$ cat config.mk
export PLATFORM = sky130hd
export DESIGN_NAME = wb_posted_splitter
export DESIGN_NICKNAME = d
export VERILOG_FILES = /design/src/rtl/wb_pkg.sv /design/src/rtl/wb_fifo.sv /design/src/rtl/wb_split_sel.sv /design/src/rtl/wb_posted_splitter.sv
export SDC_FILE = /design/constraint.sdc
export NUM_CORES = 1
export LEC_CHECK = 0
export ABC_AREA = 1
export BUFFER_PORTS_ARGS = -buffer_cell sky130_fd_sc_hd__buf_2
export CAP_MARGIN = 20
export CELL_PAD_IN_SITES_DETAIL_PLACEMENT = 1
export CELL_PAD_IN_SITES_GLOBAL_PLACEMENT = 2
export CORE_ASPECT_RATIO = 1.4
export CORE_MARGIN = 2
export CORE_UTILIZATION = 35
export DETAILED_ROUTE_END_ITERATION = 8
export PLACE_DENSITY = 0.75
export SLEW_MARGIN = 20
export SYNTH_ARGS = -nofsm -noshare
export SYNTH_HDL_FRONTEND = slang
export SYNTH_SLANG_ARGS = --single-unit
$ cat constraint.sdc
create_clock -name clk -period 4.3 [get_ports clk]
set_clock_uncertainty 0.1 [all_clocks]
set_input_delay 0.215 -clock clk [delete_from_list [all_inputs] [get_ports clk]]
set_output_delay 0.215 -clock clk [all_outputs]
set_load 0.05 [all_outputs]
$ cat src/rtl/wb_pkg.sv
// Package: shared encodings for the posted write buffer.
// Assumes a 32-bit store datum with four byte lanes.
package wb_pkg;
    localparam int DATA_W = 32;
    localparam int LANES  = DATA_W / 8;
    localparam int OFF_W  = $clog2(LANES);

    // Port-width code returned by the region lookup.
    typedef enum logic [1:0] {
        PW_8  = 2'b00,
        PW_16 = 2'b01,
        PW_32 = 2'b10,
        PW_32B = 2'b11
    } pw_e;
endpackage

$ cat src/rtl/wb_fifo.sv
// Module: wb_fifo
// Small FIFO of opaque words. Push is ignored while full, and pop is only
// issued while not empty. Storage is not reset; only the pointers are.
module wb_fifo #(
    parameter int WIDTH = 68,
    parameter int DEPTH = 4
) (
    input  logic             clk,
    input  logic             rst_n,
    input  logic             push,
    input  logic [WIDTH-1:0] wdata,
    input  logic             pop,
    output logic [WIDTH-1:0] rdata,
    output logic             full,
    output logic             empty
);
    localparam int PTR_W = (DEPTH > 1) ? $clog2(DEPTH) : 1;
    localparam int CNT_W = $clog2(DEPTH + 1);

    logic [WIDTH-1:0] mem [DEPTH];
    logic [PTR_W-1:0] wr_ptr, rd_ptr;
    logic [CNT_W-1:0] count;
    logic             do_push, do_pop;

    assign do_push = push && !full;
    assign do_pop  = pop && !empty;
    assign full    = (count == CNT_W'(DEPTH));
    assign empty   = (count == '0);
    assign rdata   = mem[rd_ptr];

    // Write the new entry into storage.
    always_ff @(posedge clk) begin
        if (do_push) mem[wr_ptr] <= wdata;
    end

    // Advance the pointers and track occupancy.
    always_ff @(posedge clk) begin
        if (!rst_n) begin
            wr_ptr <= '0;
            rd_ptr <= '0;
            count  <= '0;
        end else begin
            if (do_push)
                wr_ptr <= (wr_ptr == PTR_W'(DEPTH - 1)) ? '0 : wr_ptr + 1'b1;
            if (do_pop)
                rd_ptr <= (rd_ptr == PTR_W'(DEPTH - 1)) ? '0 : rd_ptr + 1'b1;
            case ({do_push, do_pop})
                2'b10:   count <= count + 1'b1;
                2'b01:   count <= count - 1'b1;
                default: count <= count;
            endcase
        end
    end
endmodule

$ cat src/rtl/wb_split_sel.sv
// Module: wb_split_sel
// Chooses the next piece of a store from its enables, the lanes already
// written and the port width. Purely combinational; assumes four lanes.
module wb_split_sel
    import wb_pkg::*;
(
    input  logic [LANES-1:0] be,
    input  logic [LANES-1:0] done,
    input  pw_e              width,
    output logic [LANES-1:0] mask,
    output logic [OFF_W-1:0] off,
    output logic             has_work,
    output logic             last
);
    logic [LANES-1:0] rem;
    logic [OFF_W-1:0] low_byte;

    assign rem      = be & ~done;
    assign has_work = |rem;
    assign last     = ((rem & ~mask) == '0);

    // Find the lowest lane still to be written.
    always_comb begin
        low_byte = '0;
        for (int i = LANES - 1; i >= 0; i--) begin
            if (rem[i]) low_byte = OFF_W'(i);
        end
    end

    // Build the lane mask and byte offset of the next piece.
    always_comb begin
        case (width)
            PW_8: begin
                mask = LANES'(1) << low_byte;
                off  = low_byte;
            end
            PW_16: begin
                if (|rem[1:0]) begin
                    mask = rem & 4'b0011;
                    off  = 2'd0;
                end else begin
                    mask = rem & 4'b1100;
                    off  = 2'd2;
                end
            end
            default: begin
                mask = rem;
                off  = '0;
            end
        endcase
    end
endmodule

$ cat src/rtl/wb_posted_splitter.sv
// Module: wb_posted_splitter
// Posted write buffer. Captures stores in one cycle and retires the oldest
// as one or more bus writes sized to the region's port width.
// Assumes lk_width is a function of the address region, stable while an
// entry is retired, and that the memory samples bus_ack on the clock edge.
module wb_posted_splitter
    import wb_pkg::*;
#(
    parameter int ADDR_W = 32,
    parameter int DEPTH  = 4
) (
    input  logic              clk,
    input  logic              rst_n,
    input  logic              st_valid,
    input  logic [ADDR_W-1:0] st_addr,
    input  logic [DATA_W-1:0] st_data,
    input  logic [LANES-1:0]  st_be,
    output logic              st_ready,
    output logic              full,
    output logic              empty,
    output logic [ADDR_W-1:0] lk_addr,
    input  logic [1:0]        lk_width,
    output logic              bus_req,
    output logic [ADDR_W-1:0] bus_addr,
    output logic [DATA_W-1:0] bus_data,
    output logic [LANES-1:0]  bus_be,
    input  logic              bus_ack
);
    localparam int ENT_W = ADDR_W + DATA_W + LANES;

    typedef struct packed {
        logic [ADDR_W-1:0] addr;
        logic [DATA_W-1:0] data;
        logic [LANES-1:0]  be;
    } entry_t;

    entry_t           head, in_ent;
    logic [ENT_W-1:0] head_bits;
    logic [LANES-1:0] done_q, piece_mask;
    logic [OFF_W-1:0] piece_off;
    logic             has_work, piece_last, pop;
    pw_e              width;
    logic [DATA_W-1:0] shifted;

    assign in_ent   = '{addr: st_addr, data: st_data, be: st_be};
    assign st_ready = !full;
    assign head     = entry_t'(head_bits);
    assign lk_addr  = head.addr;
    assign width    = pw_e'(lk_width);

    wb_fifo #(.WIDTH(ENT_W), .DEPTH(DEPTH)) u_fifo (
        .clk   (clk),
        .rst_n (rst_n),
        .push  (st_valid),
        .wdata (ENT_W'(in_ent)),
        .pop   (pop),
        .rdata (head_bits),
        .full  (full),
        .empty (empty)
    );

    wb_split_sel u_sel (
        .be       (head.be),
        .done     (done_q),
        .width    (width),
        .mask     (piece_mask),
        .off      (piece_off),
        .has_work (has_work),
        .last     (piece_last)
    );

    assign bus_req = !empty && has_work;
    assign pop     = !empty && (!has_work || (bus_ack && piece_last));

    // Drive the piece address, low-lane data and lane enables.
    always_comb begin
        shifted  = head.data >> {piece_off, 3'b000};
        bus_addr = {head.addr[ADDR_W-1:OFF_W], {OFF_W{1'b0}}}
                   + ADDR_W'(piece_off);
        bus_be   = piece_mask >> piece_off;
        case (width)
            PW_8:    bus_data = shifted & DATA_W'(8'hFF);
            PW_16:   bus_data = shifted & DATA_W'(16'hFFFF);
            default: bus_data = shifted;
        endcase
    end

    // Record the lanes already written for the head entry.
    always_ff @(posedge clk) begin
        if (!rst_n || pop)
            done_q <= '0;
        else if (bus_req && bus_ack)
            done_q <= done_q | piece_mask;
    end
endmodule

==> run_results.csv, run 1 <==
group,metric,value,unit
routing,drc,0,
routing,routed_via_density,4.946,
yosys,yosysWarnings,0,
clock_network,clk_pin_slew,0.06,ns
worst_hold_path,min_path_type,"input pin to register",
global_routing,grt_usage,17.24,%
yosys,syn_avg_cell_area,12.47,sq um
global_routing,overflow,0,
worst_setup_path,crit_chain,"inv_4, buf_6, buf_4, nand2_1, a32o_1, or2_0, nand3_1, o211ai_1, inv_1, buf_2",
clock_network,cts_sinks,285,
place,hpwl,18250,um
place,port-buffer-count,177,
clock_network,cts_tree,"yes",
floorplan,fp-row-count,79,
clock_network,insertion_delay,0.55,ns
worst_setup_path,endpoint_kind,"output pin",
final_layout,fin_util,43.93,%
global_routing,grt_pass1_wl,47980,um
clock_network,cts_setup_buffers,0,
yosys,seq_area_frac_synth,71.52,%
worst_setup_path,crit_required,3.98,ns
clock_network,cts_root_buf,"clkbuf_16",
routing,wl_per_cell,18.85,um
run,maxCapViolCount,0,
timing,fmax,0.2595,GHz
final_layout,num_antenna_cells,0,
final_layout,final_common_cell,"edfxtp_1",
timing,tightestPinTransition,0.6373,ns
global_routing,grt_pass1_vias,8581,
clock_network,cts_max_path_buffers,3,
global_routing,antenna_found_initial,4,
yosys,synth_nets,1026,
worst_setup_path,critPathBufInv,5,
routing,drtIter0Drc,316,
floorplan,die_w,159.1,um
place,gp_congestion,0.7139,
final_layout,fin_area,14590,sq um
worst_setup_path,critical_path_class,"register to output pin",
floorplan,start_util,35.48,%
worst_setup_path,slowest_stage,"dfxtp_4",
yosys,yosys.cell_types.count,44,
yosys,synth_ff_type,"edfxtp_1",
yosys,synth_area_leaders,"edfxtp_1 69%, o21ai_0 4.4%, nor2_1 4.3%",
timing,max_slew_margin,57.51,%
timing,maxSlewViolCount,0,
worst_setup_path,path_max_fanout,65,
clock_network,cts-buffers-inserted,29,
timing,hold_viol_final,0,
status,outcome,"completed",
yosys,synth_edf_count,272,
floorplan,core_area,33210,sq um
final_layout,fillerInstances,3536,
worst_setup_path,startpoint_type,"register",
yosys,synth_top_area_share,69.31,%
yosys,synth_top_cell_by_area,"edfxtp_1",
global_routing,grt_max_degree,69,
floorplan,ios,178,
worst_setup_path,cp_top_family,"buffers and inverters",
routing,wl,30560,um
timing,setup_viol,0,
final_layout,drive_gt1_share,22.53,%
floorplan,fp.dieH,221.1,um
timing,finalSetupTns,0,ns
yosys,synth_area,11780,sq um
yosys,async_flop_share,0,%
routing,firstDrtPassIters,4,
final_layout,layout_common_cells,"272 x edfxtp_1, 177 x buf_2, 130 x nor2_1",
final_layout,area_growth,23.81,%
yosys,ys_ff_latch,285,
clock_network,htree_levels,1,
floorplan,dieArea,35170,sq um
yosys,synth_cells,945,
routing,via_count,8018,
timing,fin_crit,3.854,ns
worst_setup_path,cpPeakStageDelay,0.47,ns
place,placed_area,12950,sq um
routing,postRouteAntennaNets,0,
timing,finalCritPeriodShare,89.63,%
final_layout,layout.nets,1234,
timing,rsz0062_at_grt,"false",
worst_setup_path,cp.arrival,3.54,ns
[routing by layer]
metal / part of all wire (%) / track usage [%]
met1: 43 / 21.46
met2: 50 / 30.48
met3: 4.7 / 2.962
met4: 2.5 / 5.543
met5: 0.14 / 0
[kinds of logic after synthesis]
kind of cell	after synthesis	share of synthesized area, %
fa+ha+maj	7	0.8070
xor+xnor	1	0.07434
buf+inv	139	5.946
simple gates	282	10.03
flops	285	71.52
compound gates	231	11.62
[worst paths after layout]
check	endpoint	cells after the start	start	slack, ns
min reg2reg	done_q[2]	2	done_q[2]	0.38
min	done_q[2]	4	bus_ack	0.07
max	bus_data[10]	10	register	0.45
max reg2reg	u_fifo.count[1]	17	register	0.96
[metrics by stage]
step                instances  hold slack (ns)  setup slack (ns)
CTS                      1621          0.04215            0.1744
finish                   1621          0.06700            0.4459
global placement         1498           0.3269            0.8455
detailed placement       1498           0.3303            0.7755
global route             1621          0.07845            0.1230
floorplan                 945           0.2139           -0.5135
[registers in the layout, summed over array words and instances (netlist names), named ones only]
signal         count
u_fifo.rd_ptr      2
u_fifo.mem       272
u_fifo.wr_ptr      2
u_fifo.count       3
done_q             4
[synth_stat cells (2+ instances only)]
cell and instances:
o22ai_1 44, nand3_1 18, nand3_2 3, o21ai_1 17
clkbuf_1 27, a32o_1 9, or2_1 2, inv_1 50
nor2_1 134, buf_1 3, a31oi_1 2, dfxtp_1 13
inv_2 4, nand2_2 7, a32oi_1 6, edfxtp_1 272
o211ai_1 12, nand2_4 3, o21ai_0 104, nor3_1 2
nand2_1 104, ha_1 6, buf_6 4, or2_0 2
nor2_2 2, buf_4 32, buf_2 17, o221ai_1 6
a21oi_1 25
[timing repair]
action / CTS / global route
resized for setup: 0 / 1
setup endpoints to repair: 0 / 2
hold endpoints to repair: 285 / 0
hold buffers: 69 / 0
[worst register-to-register path, stage by stage (launching register included)]
cell	delay, ns
dfxtp_4	0.61
buf_4	0.51
nand2_1	0.14
nand3_1	0.10
nand2_1	0.10
nand2_4	0.11
nand2_4	0.06
nand2_1	0.14
nand2_1	0.10
nand3_1	0.09
nand3_1	0.08
nand2_2	0.10
nand2_1	0.09
inv_1	0.06
ha_1	0.20
fa_1	0.42
o21ai_0	0.17
nor2_1	0.05
[layout make-up]
cell class	count	area [sq um]	area share (%)
clock inverter	16	186.4	1.278
clock buffer	38	759.5	5.206
sequential	285	8433	57.80
tap	445	556.8	3.816
timing repair buffer	260	1748	11.98
multi-input combinational	521	2685	18.40
inverter	56	220.2	1.509
Power of run 1 is left out: the tool's default activity adds up to more than one toggle a clock period on the data nets, which glitch-free logic cannot reach.
==> run 2, diff against run 1 <==
--- a/config.mk
+++ b/config.mk
@@ -12,9 +12,9 @@
 export CELL_PAD_IN_SITES_GLOBAL_PLACEMENT = 2
 export CORE_ASPECT_RATIO = 1.4
 export CORE_MARGIN = 2
-export CORE_UTILIZATION = 35
+export CORE_UTILIZATION = 24
 export DETAILED_ROUTE_END_ITERATION = 8
-export PLACE_DENSITY = 0.75
+export PLACE_DENSITY = 0.55
 export SLEW_MARGIN = 20
 export SYNTH_ARGS = -nofsm -noshare
 export SYNTH_HDL_FRONTEND = slang
==> run 2 against run 1 <==
Compared with the run above: cell count increased by 12%; register-to-register slack improved by 0.15 ns; hold slack improved by 0.033 ns; non-clock buffer count rose by 2; wire length increased by 9.8%; utilization down 13 points; clock-buffer cell count decreased by 3; final area rose by 2.6%; fmax grew 1.4%; via count fell by 0.27%; largest cell class unchanged; highest routed layer unchanged.
==> run_results.csv, run 2 (synthesis results as in run 1) <==
group,metric,value,unit
timing,setup_viol,0,
clock_network,cts-buffers-inserted,31,
timing,finalCritPeriodShare,88.43,%
routing,via_count,7996,
timing,maxSlewViolCount,0,
worst_setup_path,endpoint_kind,"output pin",
global_routing,grt_usage,13.07,%
worst_setup_path,critical_path_class,"register to output pin",
final_layout,layout.nets,1238,
floorplan,fp-row-count,96,
clock_network,cts_resized,0,
final_layout,layout_common_cells,"272 x edfxtp_1, 177 x buf_2, 130 x nor2_1",
place,dp_slack,0.9758,ns
final_layout,drive_gt1_share,22.99,%
global_routing,grt_max_degree,137,
routing,routed_via_density,4.398,
timing,tightestPinTransition,0.7848,ns
routing,firstDrtPassIters,4,
routing,wl_per_cell,18.45,um
worst_setup_path,crit_required,3.98,ns
routing,wl,33550,um
routing,postRouteAntennaNets,0,
floorplan,ios,178,
clock_network,htree_levels,1,
place,gp_congestion,0.6939,
floorplan,start_util,24.16,%
timing,fmax,0.2630,GHz
worst_setup_path,cp.arrival,3.49,ns
worst_hold_path,hp-start,"bus_ack",
global_routing,overflow,0,
routing,drc,0,
routing,drtIter0Drc,302,
place,hpwl,21090,um
final_layout,reg_top3,"u_fifo.mem: 272 flops, done_q: 4 flops, u_fifo.count: 3 flops",
floorplan,dieArea,50910,sq um
worst_setup_path,path_max_fanout,136,
clock_network,cts_tree,"yes",
place,port-buffer-count,177,
final_layout,final_common_cell,"edfxtp_1",
timing,fin_ws,0.4975,ns
global_routing,grt_pass1_wl,50550,um
timing,max_slew_margin,47.68,%
final_layout,area_growth,27.09,%
run,maxCapViolCount,0,
timing,fin_crit,3.802,ns
floorplan,core_area,48770,sq um
timing,hold_viol_final,0,
clock_network,cts_max_path_buffers,3,
global_routing,grt_pass1_vias,8500,
clock_network,cts_sinks,285,
clock_network,clk_pin_slew,0.06,ns
final_layout,largest_reg_flops,272,
worst_hold_path,min_path_type,"input pin to register",
clock_network,insertion_delay,0.56,ns
status,outcome,"completed",
worst_setup_path,startpoint_type,"register",
clock_network,cts_root_buf,"clkbuf_16",
timing,rsz0062_at_grt,"false",
floorplan,fp.dieH,266.2,um
floorplan,die_w,191.3,um
final_layout,regMostFlops,"u_fifo.mem",
global_routing,antenna_found_initial,4,
## run 2: routing by layer
layer  routed length [um]  vias to the layer above  global-route usage (%)  part of all wire, %
met4                  609                        4                   3.472                  1.8
met5                   18                        -                       0                0.054
met3                 1228                       46                   1.739                  3.7
met1                13680                     4002                   15.08                   41
li1                     -                     3806                       -                    -
met2                18010                      138                   24.92                   54
## run 2: final timing paths
check                    end  slack [ns]  cells after the start
max              bus_data[9]        0.50                     12
min                done_q[3]         0.1                      4
max reg2reg  u_fifo.count[2]        1.11                     18
min reg2reg  u_fifo.count[2]        0.38                      1
## run 2: critical path, cell delays in order, from the launching register on
cell and delay [ns]:
dfxtp_4 0.37, buf_12 0.44, nand2_1 0.15, nand3_2 0.12
a21o_1 0.19, nand2_2 0.08, nand2_2 0.08, nor2_2 0.05
a31oi_4 0.64, buf_4 0.27, o211ai_1 0.09, a21oi_1 0.14
buf_2 0.28
## run 2: cell type report
type | count | area [sq um]
Fill cell | 5418 | 33790
Sequential cell | 285 | 8433
Multi-Input combinational cell | 521 | 2685
Timing Repair Buffer | 262 | 1784
Tap cell | 637 | 797.0
Clock buffer | 35 | 790.8
Clock inverter | 20 | 260.3
Inverter | 56 | 220.2
Antenna cell | 2 | 5.005
## run 2: through the flow
stage	instance area [sq um]	instances	setup TNS [ns]	hold WS [ns]	util (%)
finish	14980	1818	0	0.09983	30.71
floorplan	11780	945	-139.67	0.2139	-
global route	14970	1817	0	0.1195	30.70
CTS	14970	1816	0	0.06703	30.70
global placement	13230	1692	0	0.3287	27.13
detailed placement	13230	1692	0	0.3333	27.13
## run 2: what timing repair did
action,4_1_cts,5_1_grt
hold buffers,69,0
hold endpoints to repair,285,0
buffers inserted,0,0
Power of run 2 is left out for the same reason.
==> run 3, diff against run 2 <==
--- a/config.mk
+++ b/config.mk
@@ -5,7 +5,7 @@
 export SDC_FILE = /design/constraint.sdc
 export NUM_CORES = 1
 export LEC_CHECK = 0
-export ABC_AREA = 1
+export ABC_AREA = 0
 export BUFFER_PORTS_ARGS = -buffer_cell sky130_fd_sc_hd__buf_2
 export CAP_MARGIN = 20
 export CELL_PAD_IN_SITES_DETAIL_PLACEMENT = 1
@@ -14,7 +14,7 @@
 export CORE_MARGIN = 2
 export CORE_UTILIZATION = 24
 export DETAILED_ROUTE_END_ITERATION = 8
-export PLACE_DENSITY = 0.55
+export PLACE_DENSITY = 0.51
 export SLEW_MARGIN = 20
 export SYNTH_ARGS = -nofsm -noshare
 export SYNTH_HDL_FRONTEND = slang
==> run 3 against run 2 <==
Compared with the run above: via count shrank 24%; sequential share of layout area increased by 1.5 points; critical path depth decreased by 5; non-clock buffer count stayed put; cell count shrank 20%; flip-flop and latch count unchanged; hold slack worse by 0.058 ns; first-iteration DRC count down 24%; register-to-register slack got worse by 0.33 ns; worst setup slack got worse by 0.0067 ns; global-route usage is 1.5 points lower; largest cell class unchanged; synthesized cell count is 41% lower.
==> run_results.csv, run 3 <==
group,metric,value,unit
worst_setup_path,r2r_slack,0.78,ns
clock_network,ctsHoldBuffers,69,
global_routing,antenna_found_initial,3,
yosys,synthMuxAreaShare,15.19,%
floorplan,fp.dieH,261.3,um
routing,via_count,6038,
yosys,synth_top_family_by_area,"multiplexers",
worst_setup_path,startpoint_type,"register",
power,power,0.009991,W
final_layout,reg_top3,"u_fifo.mem: 272 flops, done_q: 4 flops, u_fifo.count: 3 flops",
power,switching_share,38.77,%
global_routing,grt_pass1_wl,42770,um
clock_network,cts-buffers-inserted,31,
yosys,synth_most_common_cell,"edfxtp_1",
yosys,synth_area_leaders,"edfxtp_1 72%, mux4_2 13%, dfxtp_1 2.3%",
worst_hold_path,min_path_type,"input pin to register",
final_layout,largest_reg_flops,272,
clock_network,cts_resized,0,
clock_network,htree_levels,1,
routing,firstDrtPassIters,4,
power,p_comb_share,37.8,%
yosys,synth_area,11350,sq um
worst_setup_path,path_max_fanout,17,
timing,hold_viol_final,0,
global_routing,grt_usage,11.56,%
place,gp_congestion,0.6540,
place,port-buffer-count,177,
yosys,seq_area_frac_synth,74.25,%
final_layout,area_growth,28.44,%
clock_network,cts_sinks,285,
yosys,synthTopCellsByCount,"272 x edfxtp_1, 66 x mux4_2, 32 x buf_4",
routing,routed_via_density,4.173,
clock_network,cts_setup_buffers,0,
yosys,synth-xor-area-share,0.1543,%
floorplan,fp-row-count,94,
power,clkPwrFrac,27.8,%
timing,fin_crit,3.809,ns
final_layout,num_antenna_cells,0,
yosys,synth_edf_count,272,
clock_network,insertion_delay,0.57,ns
yosys,syn_avg_cell_area,20.31,sq um
floorplan,core_area,46810,sq um
global_routing,grt_pass1_vias,6781,
final_layout,drive_gt1_share,39.49,%
worst_setup_path,crit_required,3.98,ns
power,peakVddDrop,0.3829,mV
routing,drc,0,
clock_network,cts_tree,"yes",
place,hpwl,17320,um
timing,finalSetupTns,0,ns
yosys,synth_top_area_share,71.96,%
power,power.switching,0.003874,W
routing,wl,28220,um
worst_hold_path,hp-start,"st_valid",
worst_setup_path,critical_path_class,"register to output pin",
timing,finalCritPeriodShare,88.59,%
final_layout,final_common_cell,"edfxtp_1",
yosys,synth_top_cell_by_area,"edfxtp_1",
worst_setup_path,cp.arrival,3.49,ns
timing,setup_viol,0,
run,maxCapViolCount,0,
yosys,synth_adder_area_share,0.8377,%
final_layout,layout_common_cells,"272 x edfxtp_1, 177 x buf_2, 69 x dlygate4sd3_1",
floorplan,dieArea,49080,sq um
floorplan,start_util,24.25,%
clock_network,cts_root_buf,"clkbuf_16",
global_routing,grt_max_degree,69,
yosys,synth_ff_type,"edfxtp_1",
clock_network,clk_pin_slew,0.06,ns
final_layout,layout.nets,881,
status,outcome,"completed",
floorplan,ios,178,
yosys,ys_ff_latch,285,
power,p_int,0.006118,W
routing,postRouteAntennaNets,0,
timing,maxSlewViolCount,0,
yosys,synth_cells,559,
yosys,synth_nets,640,
power,power.leakage,5.060,nW
final_layout,regMostFlops,"u_fifo.mem",
power,seq_power_share,34.4,%
timing,rsz0062_at_grt,"false",
routing,drtIter0Drc,231,
yosys,yosysWarnings,0,
final_layout,fin_util,31.15,%
yosys,yosys.cell_types.count,44,
timing,tightestPinTransition,0.9146,ns
yosys,synth-compound-area-share,2.723,%
routing,wl_per_cell,19.50,um
final_layout,fillerInstances,4897,
timing,max_slew_margin,39.02,%
global_routing,overflow,0,
power,p_per_area,685.3,nW/um^2
yosys,async_flop_share,0,%
timing,fmax,0.2625,GHz
yosys,yosys.area_share.simple,3.472,%
clock_network,cts_max_path_buffers,3,
worst_setup_path,endpoint_kind,"output pin",
floorplan,die_w,187.8,um
run 3: changes by cell type in the layout (fill, tap and decap cells not counted), sizes merged, moves of 16 or more:
cell	change
a21oi	-16
and2	+23
inv	-46
mux2i	+17
mux4	+66
nand2	-104
nand3	-21
nor2	-117
o21ai	-115
o22ai	-42
run 3: worst max-delay path: stages (launching register included):
cell and delay (ns):
dfxtp_4 0.53, mux4_2 0.60, a22oi_2 0.28, a2111o_1 0.52
buf_4 0.27, mux2_2 0.34, o21a_1 0.16, buf_2 0.20
run 3: per-layer routing:
layer	vias up	share of wire [%]	track usage, %
met5	-	0.11	0
met3	50	3.7	1.970
met2	134	52	21.08
met1	3137	41	14.00
li1	2713	-	-
met4	4	2.2	3.456
run 3: cell families (layout without fill, tap and decap cells):
family | Yosys count | in the layout
AO/OA/AOI/OAI | 42 | 42
XOR/XNOR | 2 | 2
flip-flops | 285 | 285
AND/OR/NAND/NOR | 72 | 72
multiplexers | 88 | 88
buffers and inverters | 63 | 327
adder cells (fa/ha/maj) | 7 | 7
run 3: path summary, 6_finish.rpt:
check,end,cells past startpoint
setup / recovery,bus_data[5],7
hold / removal,u_fifo.wr_ptr[0],4
setup reg to reg,u_fifo.count[2],11
hold reg to reg,register,2
run 3: through the flow:
stage                     cell area (sq um)  instances  setup slack [ns]  hold slack [ns]
after global placement                12830       1322            0.8160           0.3317
after detailed placement              12830       1322            0.7371           0.3335
after global routing                  14580       1447            0.2600          0.05419
final                                 14580       1447            0.4908          0.04171
after CTS                             14580       1447            0.3503          0.01372
after floorplan                       11350        559            0.6658           0.2139
run 3: cell type report:
class	count	area (sq um)	share of cell area [%]
timing repair buffer	262	1709	11.72
clock inverter	22	272.8	1.871
clock buffer	34	787.0	5.398
tap	624	780.7	5.355
multi-input combinational	211	2560	17.56
inverter	9	33.78	0.2317
sequential	285	8436	57.86
run 3: power groups by stage:
stage               sequential, W  clock [W]  combinational [W]
global placement          0.00350          0            0.00381
detailed placement        0.00350          0            0.00381
finish                    0.00344    0.00278            0.00378
CTS                       0.00345    0.00289            0.00387
floorplan                 0.00344          0            0.00308
global route              0.00347    0.00299            0.00402
No activity file was read; power rests on OpenSTA's default activity.
